[src/rtl/cur_pkg.sv]
// Shared definitions for the cursor visibility generator.
// Assumes the mode field sits in bits 6..5 of the mode byte.
package cur_pkg;

    typedef enum logic [1:0] {
        CM_STEADY = 2'b00,
        CM_HIDDEN = 2'b01,
        CM_FAST   = 2'b10,
        CM_SLOW   = 2'b11
    } cur_mode_e;

    localparam int MODE_LSB = 5;
    localparam int MODE_MSB = 6;

endpackage

[src/rtl/cur_blink.sv]
// Frame counter and blink phase selection.
// Counts frame-start pulses and reports whether the chosen mode
// lets the cursor show in the current frame. Assumes FAST_SHIFT < SLOW_SHIFT.
module cur_blink #(
    parameter int FAST_SHIFT = 3,
    parameter int SLOW_SHIFT = 4,
    localparam int CNT_W = SLOW_SHIFT + 1
) (
    input  logic                clk,
    input  logic                rst_n,
    input  logic                frame_start,
    input  cur_pkg::cur_mode_e  mode,
    output logic                phase_on,
    output logic [CNT_W-1:0]    frm_cnt
);
    import cur_pkg::*;

    // Advance the frame count once per frame-start pulse.
    always_ff @(posedge clk) begin
        if (!rst_n)
            frm_cnt <= '0;
        else if (frame_start)
            frm_cnt <= frm_cnt + 1'b1;
    end

    // Pick the visibility phase that the current mode asks for.
    always_comb begin
        unique case (mode)
            CM_STEADY: phase_on = 1'b1;
            CM_HIDDEN: phase_on = 1'b0;
            CM_FAST:   phase_on = ~frm_cnt[FAST_SHIFT];
            CM_SLOW:   phase_on = ~frm_cnt[SLOW_SHIFT];
            default:   phase_on = 1'b0;
        endcase
    end

endmodule

[src/rtl/cur_window.sv]
// Vertical band test: scanline must lie in [start, end).
// The end value is one wider than a scanline so that it can mark
// the row just past the last line. An empty band never matches.
module cur_window #(
    parameter int LINE_W = 5
) (
    input  logic [LINE_W-1:0] start_line,
    input  logic [LINE_W:0]   end_line,
    input  logic [LINE_W-1:0] scan_line,
    output logic              in_band
);
    logic [LINE_W:0] scan_x;
    logic [LINE_W:0] start_x;

    // Compare everything at the wider width so end = 2**LINE_W works.
    always_comb begin
        scan_x  = {1'b0, scan_line};
        start_x = {1'b0, start_line};
        in_band = (scan_x >= start_x) && (scan_x < end_line);
    end

endmodule

[src/rtl/cur_match.sv]
// Address comparator, one equality lane per byte.
// The cursor address arrives as two halves; the comparator joins them
// and requires every lane to match. Assumes ADDR_W is a multiple of 8.
module cur_match #(
    parameter int ADDR_W = 16,
    localparam int HALF_W = ADDR_W / 2,
    localparam int LANES = ADDR_W / 8
) (
    input  logic [HALF_W-1:0] cur_hi,
    input  logic [HALF_W-1:0] cur_lo,
    input  logic [ADDR_W-1:0] cell_addr,
    output logic              addr_hit
);
    logic [ADDR_W-1:0] cur_full;
    logic [LANES-1:0]  lane_eq;

    assign cur_full = {cur_hi, cur_lo};

    for (genvar g = 0; g < LANES; g++) begin : g_lane
        // One byte-wide equality test per lane.
        assign lane_eq[g] = (cur_full[g*8 +: 8] == cell_addr[g*8 +: 8]);
    end

    // All lanes must agree for a hit.
    assign addr_hit = &lane_eq;

endmodule

[src/rtl/cur_gen.sv]
// Cursor visibility generator top level.
// Splits the mode and end bytes into fields, combines the address hit,
// the scanline band and the blink phase, and registers the result.
// Assumes the mode and end bytes are 8 bits wide and LINE_W <= 5.
module cur_gen #(
    parameter int ADDR_W = 16,
    parameter int LINE_W = 5,
    parameter int FAST_SHIFT = 3,
    parameter int SLOW_SHIFT = 4,
    localparam int HALF_W = ADDR_W / 2,
    localparam int CNT_W = SLOW_SHIFT + 1
) (
    input  logic              clk,
    input  logic              rst_n,
    input  logic              frame_start,
    input  logic [7:0]        mode_cfg,
    input  logic [7:0]        end_cfg,
    input  logic [HALF_W-1:0] cur_hi,
    input  logic [HALF_W-1:0] cur_lo,
    input  logic [ADDR_W-1:0] cell_addr,
    input  logic [LINE_W-1:0] scan_line,
    output logic              cursor_on
);
    import cur_pkg::*;

    cur_mode_e         mode;
    logic [LINE_W-1:0] start_line;
    logic [LINE_W:0]   end_line;
    logic              phase_on;
    logic              in_band;
    logic              addr_hit;
    logic [CNT_W-1:0]  frm_cnt;

    // Pull the fields out of the configuration bytes.
    always_comb begin
        mode       = cur_mode_e'(mode_cfg[MODE_MSB:MODE_LSB]);
        start_line = mode_cfg[LINE_W-1:0];
        end_line   = end_cfg[LINE_W:0];
    end

    cur_blink #(
        .FAST_SHIFT (FAST_SHIFT),
        .SLOW_SHIFT (SLOW_SHIFT)
    ) u_blink (
        .clk         (clk),
        .rst_n       (rst_n),
        .frame_start (frame_start),
        .mode        (mode),
        .phase_on    (phase_on),
        .frm_cnt     (frm_cnt)
    );

    cur_window #(
        .LINE_W (LINE_W)
    ) u_window (
        .start_line (start_line),
        .end_line   (end_line),
        .scan_line  (scan_line),
        .in_band    (in_band)
    );

    cur_match #(
        .ADDR_W (ADDR_W)
    ) u_match (
        .cur_hi    (cur_hi),
        .cur_lo    (cur_lo),
        .cell_addr (cell_addr),
        .addr_hit  (addr_hit)
    );

    // Register the final visibility decision for the pixel mixer.
    always_ff @(posedge clk) begin
        if (!rst_n)
            cursor_on <= 1'b0;
        else
            cursor_on <= addr_hit & in_band & phase_on;
    end

endmodule

[config.mk]
export PLATFORM = sky130hd
export DESIGN_NAME = cur_gen
export DESIGN_NICKNAME = d
export VERILOG_FILES = /design/src/rtl/cur_pkg.sv /design/src/rtl/cur_blink.sv /design/src/rtl/cur_window.sv /design/src/rtl/cur_match.sv /design/src/rtl/cur_gen.sv
export SDC_FILE = /design/constraint.sdc
export NUM_CORES = 1
export LEC_CHECK = 0
export ABC_CLOCK_PERIOD_IN_PS = 2200
export BUFFER_PORTS_ARGS = -buffer_cell sky130_fd_sc_hd__buf_2
export CAP_MARGIN = 0
export CORE_MARGIN = 5
export CORE_UTILIZATION = 37
export DETAILED_ROUTE_END_ITERATION = 12
export GPL_TIMING_DRIVEN = 0
export PLACE_DENSITY = 0.77
export SKIP_LAST_GASP = 1
export SLEW_MARGIN = 20
export SYNTH_ARGS = -nofsm -noshare
export SYNTH_HDL_FRONTEND = slang
export SYNTH_SLANG_ARGS = --single-unit
[constraint.sdc]
create_clock -name clk -period 2.2 [get_ports clk]
set_clock_uncertainty 0.05 [all_clocks]
set_input_delay 0.22 -clock clk [delete_from_list [all_inputs] [get_ports clk]]
set_output_delay 0.22 -clock clk [all_outputs]
set_load 0.005 [all_outputs]
* Word-level counts from Yosys, hierarchy flattened
Cells that the tools add are included.
** Word-level totals
- Register bits after elaboration :: 6
- Input port bits :: 56
** Operators by class
- Add/subtract/negate cells :: 1
- Magnitude comparators :: 2
- Eq/ne operators :: 5
- Mux-type cells :: 1
- Bitwise logic cells :: 4
- Reductions and logical operators :: 3
** Operators with widths (number)
- == test 8 bit :: 2
- less-than comparator 5 x 6 -> 1 bit :: 1
- adder 5 x 1 -> 5 bit (second input constant) :: 1
- greater-or-equal comparator 5 bit :: 1
- == test 2 bit (second input constant) :: 2
- case mux 1 bit (4 select lines) :: 1
- bitwise AND 1 bit :: 2
- == test 2 x 1 -> 1 bit (second input constant) :: 1
- zero test 2 bit :: 1
- NOT 1 bit :: 2
- AND reduction 2 bit :: 1
- logical AND 1 bit :: 1

* Longest topological paths before layout
Gate-level depths: netlist (run 1).
- Depth after elaboration :: 4
- Mapped depth :: 7

* Cells and area by module
Synthesis (run 1) repeated with hierarchy kept, for this count alone.
** Second synthesis, totals
- Cell total of the unflattened synthesis :: 80
- Area total of the unflattened synthesis :: 675.6 µm²
** By module, submodules not included
- cur_blink :: times used 1, cells an instance 26, area an instance 245.2 µm²
- cur_window :: times used 1, cells an instance 31, area an instance 224.0 µm²
- cur_match :: times used 1, cells an instance 21, area an instance 177.7 µm²
- cur_gen :: times used 1, cells an instance 2, area an instance 28.8 µm²

* Least setup slack after synthesis (run 1)
Ideal clock, no wire load.
- Kind :: input port to flip-flop
- Start point :: input end_cfg[4]
- End point :: register cursor_on
- Library setup time :: 0.058 ns
- Arrival :: 1.518 ns
- Path slack :: 0.574 ns
- Cell stages on the path :: 7
- Cell sequence :: inv_1 > ha_1 > and2b_4 > a2111oi_2 > o211ai_1 > a311oi_1 > o21a_1
** Between the ends
- Cells in the longest elaborated chain, start to end :: 4
** RTL lines
- from (decl) :: RTL line cur_gen.sv:17 : input logic [7:0] end_cfg,
- less-than comparator 5 x 6 -> 1 bit :: RTL line cur_window.sv:19 : in_band = (scan_x >= start_x) && (scan_x < end_line);
- logical AND 1 bit :: RTL line cur_window.sv:19
- bitwise AND 1 bit (2 in series) :: RTL line cur_gen.sv:76 : cursor_on <= addr_hit & in_band & phase_on;
- to (signal assigned) :: RTL line cur_gen.sv:76
- to (decl) :: RTL line cur_gen.sv:22 : output logic cursor_on
No other way between the ends.
A chain may end at the register's enable or synchronous reset.

* Final worst setup path (run 1)
Same ends and word-level chain as after synthesis.

==> impl_metrics.json, run 1 <==
{
  "grt_max_degree": 7,
  "die_area_sq_um": 2730,
  "drive_above_1_share_pct": 43.6,
  "hold_viol_final": 0,
  "htreeDepth": 1,
  "grt_pass1_vias": 785,
  "worstSetupEndpointType": "register",
  "cts_max_path_buffers": 2,
  "drtIter0Drc": 2,
  "die_w_um": 52.3,
  "path_max_fanout": 3,
  "fp.dieH_um": 52.3,
  "powerDensity_nw_per_um2": 350,
  "tns_ns": 0,
  "gp_congestion": 0.733,
  "port_buffers": 53,
  "multiInputGateArea_sq_um": 504,
  "vias": 719,
  "grt_use_total_pct": 13.9,
  "netlist-cell-type-count": 24,
  "maxSlewViolCount": 0,
  "status": "finished clean",
  "finalSetupViolCount": 0,
  "seqCellArea_sq_um": 120,
  "cts_root_buf": "clkbuf_4",
  "r2r_cells": 5,
  "leakagePower_nw": 0.514,
  "max_slew_margin_pct": 74.5,
  "dp_hpwl_um": 1560,
  "numClockSinks": 6,
  "viasPerCell": 4.55,
  "grt_pass1_wl_um": 2910,
  "core-area_sq_um": 1710,
  "layout.nets": 201,
  "critical-path-top-delay-family": "compound AO/OA/AOI/OAI gates",
  "syn-instance-count": 77,
  "period_share_pct": 72.3,
  "rsz0062_at_grt": "no",
  "crit_required_ns": 2.33,
  "min_period_ns": 1.59,
  "utilization_pct": 57.4,
  "synth-warning-count": 0,
  "hold_class": "in2reg",
  "cpMaxStageDelayCell": "a2111oi_2",
  "cts_made_buffers": 3,
  "synth_seq_cells": 6,
  "cts.clk_slew.worst_paths_ns": 0.05,
  "arrival_ns": 1.72,
  "crit_chain": "buf_2, inv_1, ha_1, and2b_4, a2111oi_2, o211ai_1, a311oi_1, o21a_1",
  "rows": 15,
  "cp_slowest_stage_delay_ns": 0.38,
  "diodes": 0,
  "clock_latency_ns": 0.25,
  "hold_ws_ns": 0.206,
  "ios": 57,
  "cts_setup_buffers": 0,
  "fillerInstances": 168,
  "synth_area_leaders": "ha_1 19%, dfxtp_1 18%, xnor2_1 17%",
  "globalRoute.totalOverflow": 0,
  "worst_slew_pin_slew_ns": 0.372,
  "ir_drop_mv": 0.192,
  "ctsHoldBuffers": 0,
  "cts_tree": "done",
  "ctsResizeCount": 0,
  "hold-path-cell-count": 2,
  "area_delta_synth_final_pct": 48.2,
  "cp_num_buf_inv": 2,
  "netlist_area_sq_um": 662,
  "seq_area_frac_synth_pct": 18.1,
  "path_depth": 8,
  "postRouteAntennaNets": 0,
  "timing_worst_setup_path_type": "in2reg",
  "floorplan.initialDensity_pct": 38.8,
  "drc": 0,
  "antenna_found_initial": 0,
  "synth.top_cell.area_share_pct": 18.9,
  "yosys.area.top_type": "ha_1",
  "syn_avg_cell_area_sq_um": 8.60,
  "drt_wl_total_um": 1700,
  "dr.pass1.iters": 4,
  "wl_per_cell_um": 10.8,
  "max_cap_viol_count": 0,
  "cp-start-kind": "primary input",
  "syn_nets": 143,
  "max_clock_freq_mhz": 629
}
worst paths after layout:
kind | from | to | slack, ns
worst max-delay path | end_cfg[4] | cursor_on | 0.61
worst min-delay path | rst_n | u_blink.frm_cnt[2] | 0.21
worst max register to register | u_blink.frm_cnt[4] | cursor_on | 0.68
worst min register to register | u_blink.frm_cnt[1] | u_blink.frm_cnt[1] | 0.50
kinds of logic after synthesis:
group	share of synthesized area, %
mux	1.51
simple gates	17.2
xor+xnor	26.5
flops	18.1
buf+inv	5.67
fa+ha+maj	18.9
compound gates	12.1
area by class of cell:
type                       instances  area share [%]
clock buffer                       3            2.30
inverter                          10            3.83
multi-input combinational         61            51.4
sequential                         6            12.2
tap                               25            3.19
timing repair buffer              53            27.0
sequential cells by signal, summed over array words and instances, names as in the netlist:
signal,flops
u_blink.frm_cnt,5
cursor_on,1
cells in the final DEF (no fill, tap or decap), drive strengths merged:
| master | instances |
|---|---|
| o211ai | 1 |
| xnor2 | 13 |
| a21oi | 2 |
| o21ai | 3 |
| or4 | 1 |
| dfxtp | 6 |
| nand2b | 3 |
| buf | 53 |
| clkbuf | 3 |
| nand2 | 2 |
| mux2i | 1 |
| nand3 | 2 |
| a311oi | 1 |
| inv | 10 |
| a2111oi | 2 |
| nor2b | 1 |
| and2b | 1 |
| o21a | 1 |
| ha | 10 |
| xor2 | 7 |
| nor2 | 1 |
| nand4 | 4 |
| a21boi | 1 |
| and2 | 4 |
synth_stat cells:
master / n
a2111oi_0: 1
a2111oi_2: 1
a21boi_0: 1
a21oi_1: 2
a311oi_1: 1
and2_1: 4
and2b_4: 1
dfxtp_1: 6
ha_1: 10
inv_1: 10
mux2i_1: 1
nand2_1: 2
nand2b_1: 3
nand3_1: 2
nand4_1: 4
nor2_1: 1
nor2b_1: 1
o211ai_1: 1
o21a_1: 1
o21ai_0: 2
o21ai_1: 1
or4_1: 1
xnor2_1: 13
xor2_1: 7
worst reg2reg max path, cell delays in order (launching register included):
cell and delay [ns]:
dfxtp_1 0.31, nand2b_1 0.14, a2111oi_0 0.40, o211ai_1 0.16, a311oi_1 0.26, o21a_1 0.15
where the power goes:
group	switching [mW]	total, mW	leakage, nW	internal, mW
sequential	0.00341	0.117	0.0487	0.113
clock	0.0399	0.102	0.0138	0.0617
combinational	0.0521	0.125	0.452	0.0731
total	0.0954	0.343	0.514	0.248
layer usage:
layer | global-route usage, % | vias to the layer above | routed length, um
met1 | 13.9 | 310 | 635
met5 | 0 | - | 0
met4 | 4.68 | 0 | 8
met3 | 4.56 | 2 | 132
li1 | - | 377 | -
met2 | 26.4 | 30 | 923
through the flow:
| step | cell area, sq um | total power, mW | worst slack [ns] | instances |
|---|---|---|---|---|
| floorplan | 662 | 0.179 | 0.574 | 77 |
| global placement | 958 | 0.239 | 0.375 | 155 |
| detailed placement | 958 | 0.244 | 0.350 | 155 |
| CTS | 981 | 0.347 | 0.596 | 158 |
| global route | 981 | 0.372 | 0.488 | 158 |
| finish | 981 | 0.343 | 0.609 | 158 |
Power figures use the tool's default switching activity.
==> run 2, diff against run 1 <==
- ABC_CLOCK_PERIOD_IN_PS: 2200 -> 1550
- clock period: 2.2 -> 1.55 ns (I/O delays scaled with it)
==> impl_metrics.json, run 2 (synthesis gave the netlist of run 1 again) <==
{
  "status": "finished clean",
  "fin_ws_ns": 0.0942,
  "drive_above_1_share_pct": 47.8,
  "gp_congestion": 0.730,
  "cp_slowest_stage_delay_ns": 0.34,
  "wl_per_cell_um": 11.5,
  "largest_registers": "u_blink.frm_cnt x5, cursor_on x1",
  "placed_area_sq_um": 958,
  "worst_slew_pin_slew_ns": 0.308,
  "drtIter0Drc": 1,
  "drt_wl_total_um": 1820,
  "min_period_ns": 1.46,
  "use_met2_pct": 26.9,
  "cp-start-kind": "primary input",
  "power_frac_comb_pct": 38.9,
  "grt_max_degree": 7,
  "fillerInstances": 163,
  "largest_reg_flops": 5,
  "final_area_sq_um": 1040,
  "floorplan.initialDensity_pct": 38.8,
  "dr.pass1.iters": 4,
  "diodes": 0,
  "placed_cells": 155,
  "grt_use_met1_pct": 13.4,
  "p_sw_mw": 0.153,
  "core-area_sq_um": 1710,
  "fp.dieH_um": 52.3,
  "path_max_fanout": 3,
  "maxSlewViolCount": 0,
  "grt_use_met3_pct": 3.70,
  "numClockSinks": 6,
  "place_worst_setup_slack_ns": -0.204,
  "hold_class": "in2reg",
  "rsz0062_at_grt": "no",
  "cts_root_buf": "clkbuf_4",
  "mostFrequentLayoutCells": "53 x buf_2, 13 x xnor2_1, 10 x inv_1, 10 x ha_1, 7 x xor2_1",
  "clock_latency_ns": 0.25,
  "arrival_ns": 1.59,
  "htreeDepth": 1,
  "hold_viol_final": 0,
  "worstSetupEndpointType": "register",
  "ir_drop_mv": 0.253,
  "leakagePower_nw": 0.526,
  "utilization_pct": 60.8,
  "seqPwrFrac_pct": 32.4,
  "postRouteAntennaNets": 0,
  "pwr-share-clk_pct": 28.7,
  "finalSetupViolCount": 0,
  "crit_chain": "buf_2, inv_1, ha_1, and2b_4, a2111oi_4, o211ai_1, a311oi_2, o21a_1",
  "cts_max_path_buffers": 2,
  "die_area_sq_um": 2730,
  "regMostFlops": "u_blink.frm_cnt",
  "viasPerCell": 4.54,
  "power.share.switching_pct": 29.9,
  "globalRoute.totalOverflow": 0,
  "crit_required_ns": 1.69,
  "gr-max-usage-layer": "met2",
  "drc": 0,
  "cts_made_buffers": 3,
  "fin_cells": 159,
  "cts.clk_slew.worst_paths_ns": 0.05,
  "antenna_found_initial": 0,
  "grt_pass1_vias": 755,
  "max_slew_margin_pct": 79.4,
  "rows": 15,
  "cts_tree": "done",
  "ios": 57,
  "layout.nets": 202,
  "max_cap_viol_count": 0,
  "grt_use_total_pct": 13.7,
  "p_int_mw": 0.358,
  "period_share_pct": 93.9,
  "grt_pass1_wl_um": 2810,
  "die_w_um": 52.3,
  "dp_hpwl_um": 1510,
  "port_buffers": 53,
  "timing_worst_setup_path_type": "in2reg",
  "max_clock_freq_mhz": 687,
  "area_delta_synth_final_pct": 56.9,
  "powerDensity_nw_per_um2": 492,
  "cpMaxStageDelayCell": "a2111oi_4",
  "vias": 722,
  "layout_commonest_cell": "buf_2"
}
run 2: cell types whose count changed in the layout (fill, tap and decap cells not counted), sizes merged:
cell / change
buf: +1
run 2: final timing paths:
check / from / end / slack (ns) / cells past startpoint
max: end_cfg[4] / cursor_on / 0.09 / 8
min: rst_n / u_blink.frm_cnt[4] / 0.13 / 2
max reg2reg: u_blink.frm_cnt[4] / cursor_on / 0.13 / 5
min reg2reg: u_blink.frm_cnt[1] / u_blink.frm_cnt[1] / 0.51 / 2
run 2: critical path, delay by kind of cell:
family / cells / cell delay [ns]
compound gates: 4 / 0.87
fa+ha+maj: 1 / 0.28
buf+inv: 2 / 0.11
simple gates: 1 / 0.18
run 2: layout make-up:
cell class / count / area, sq um / area share [%]
clock buffer: 3 / 22.5 / 2.17
timing repair buffer: 54 / 273 / 26.3
sequential: 6 / 121 / 11.7
tap: 25 / 31.3 / 3.01
multi-input combinational: 61 / 553 / 53.3
inverter: 10 / 37.5 / 3.61
run 2: metal layers:
metal  routed length, um  share of wire [%]
met5                   0                  0
met4                   0                  0
met3                 225                 12
met2                 948                 52
met1                 650                 36
run 2: power by group through the flow:
stage | combinational, mW | sequential, mW | clock [mW]
final | 0.199 | 0.166 | 0.147
after global routing | 0.226 | 0.166 | 0.158
after detailed placement | 0.178 | 0.168 | 0
after global placement | 0.171 | 0.168 | 0
after floorplan | 0.0870 | 0.167 | 0
after CTS | 0.191 | 0.166 | 0.154
run 2: metrics by stage:
stage / hold WS (ns) / setup TNS [ns] / total power, mW
CTS: 0.115 / 0 / 0.510
global placement: 0.379 / -0.192 / 0.338
floorplan: 0.227 / 0 / 0.254
global route: 0.129 / 0 / 0.551
detailed placement: 0.375 / -0.204 / 0.346
finish: 0.127 / 0 / 0.511
run 2: timing repair:
| action | CTS | global route |
|---|---|---|
| hold buffers | 0 | 0 |
| setup endpoints to repair | 1 | 1 |
| pin swaps | 2 | 3 |
| setup buffers | 0 | 1 |
| resized for setup | 4 | 4 |
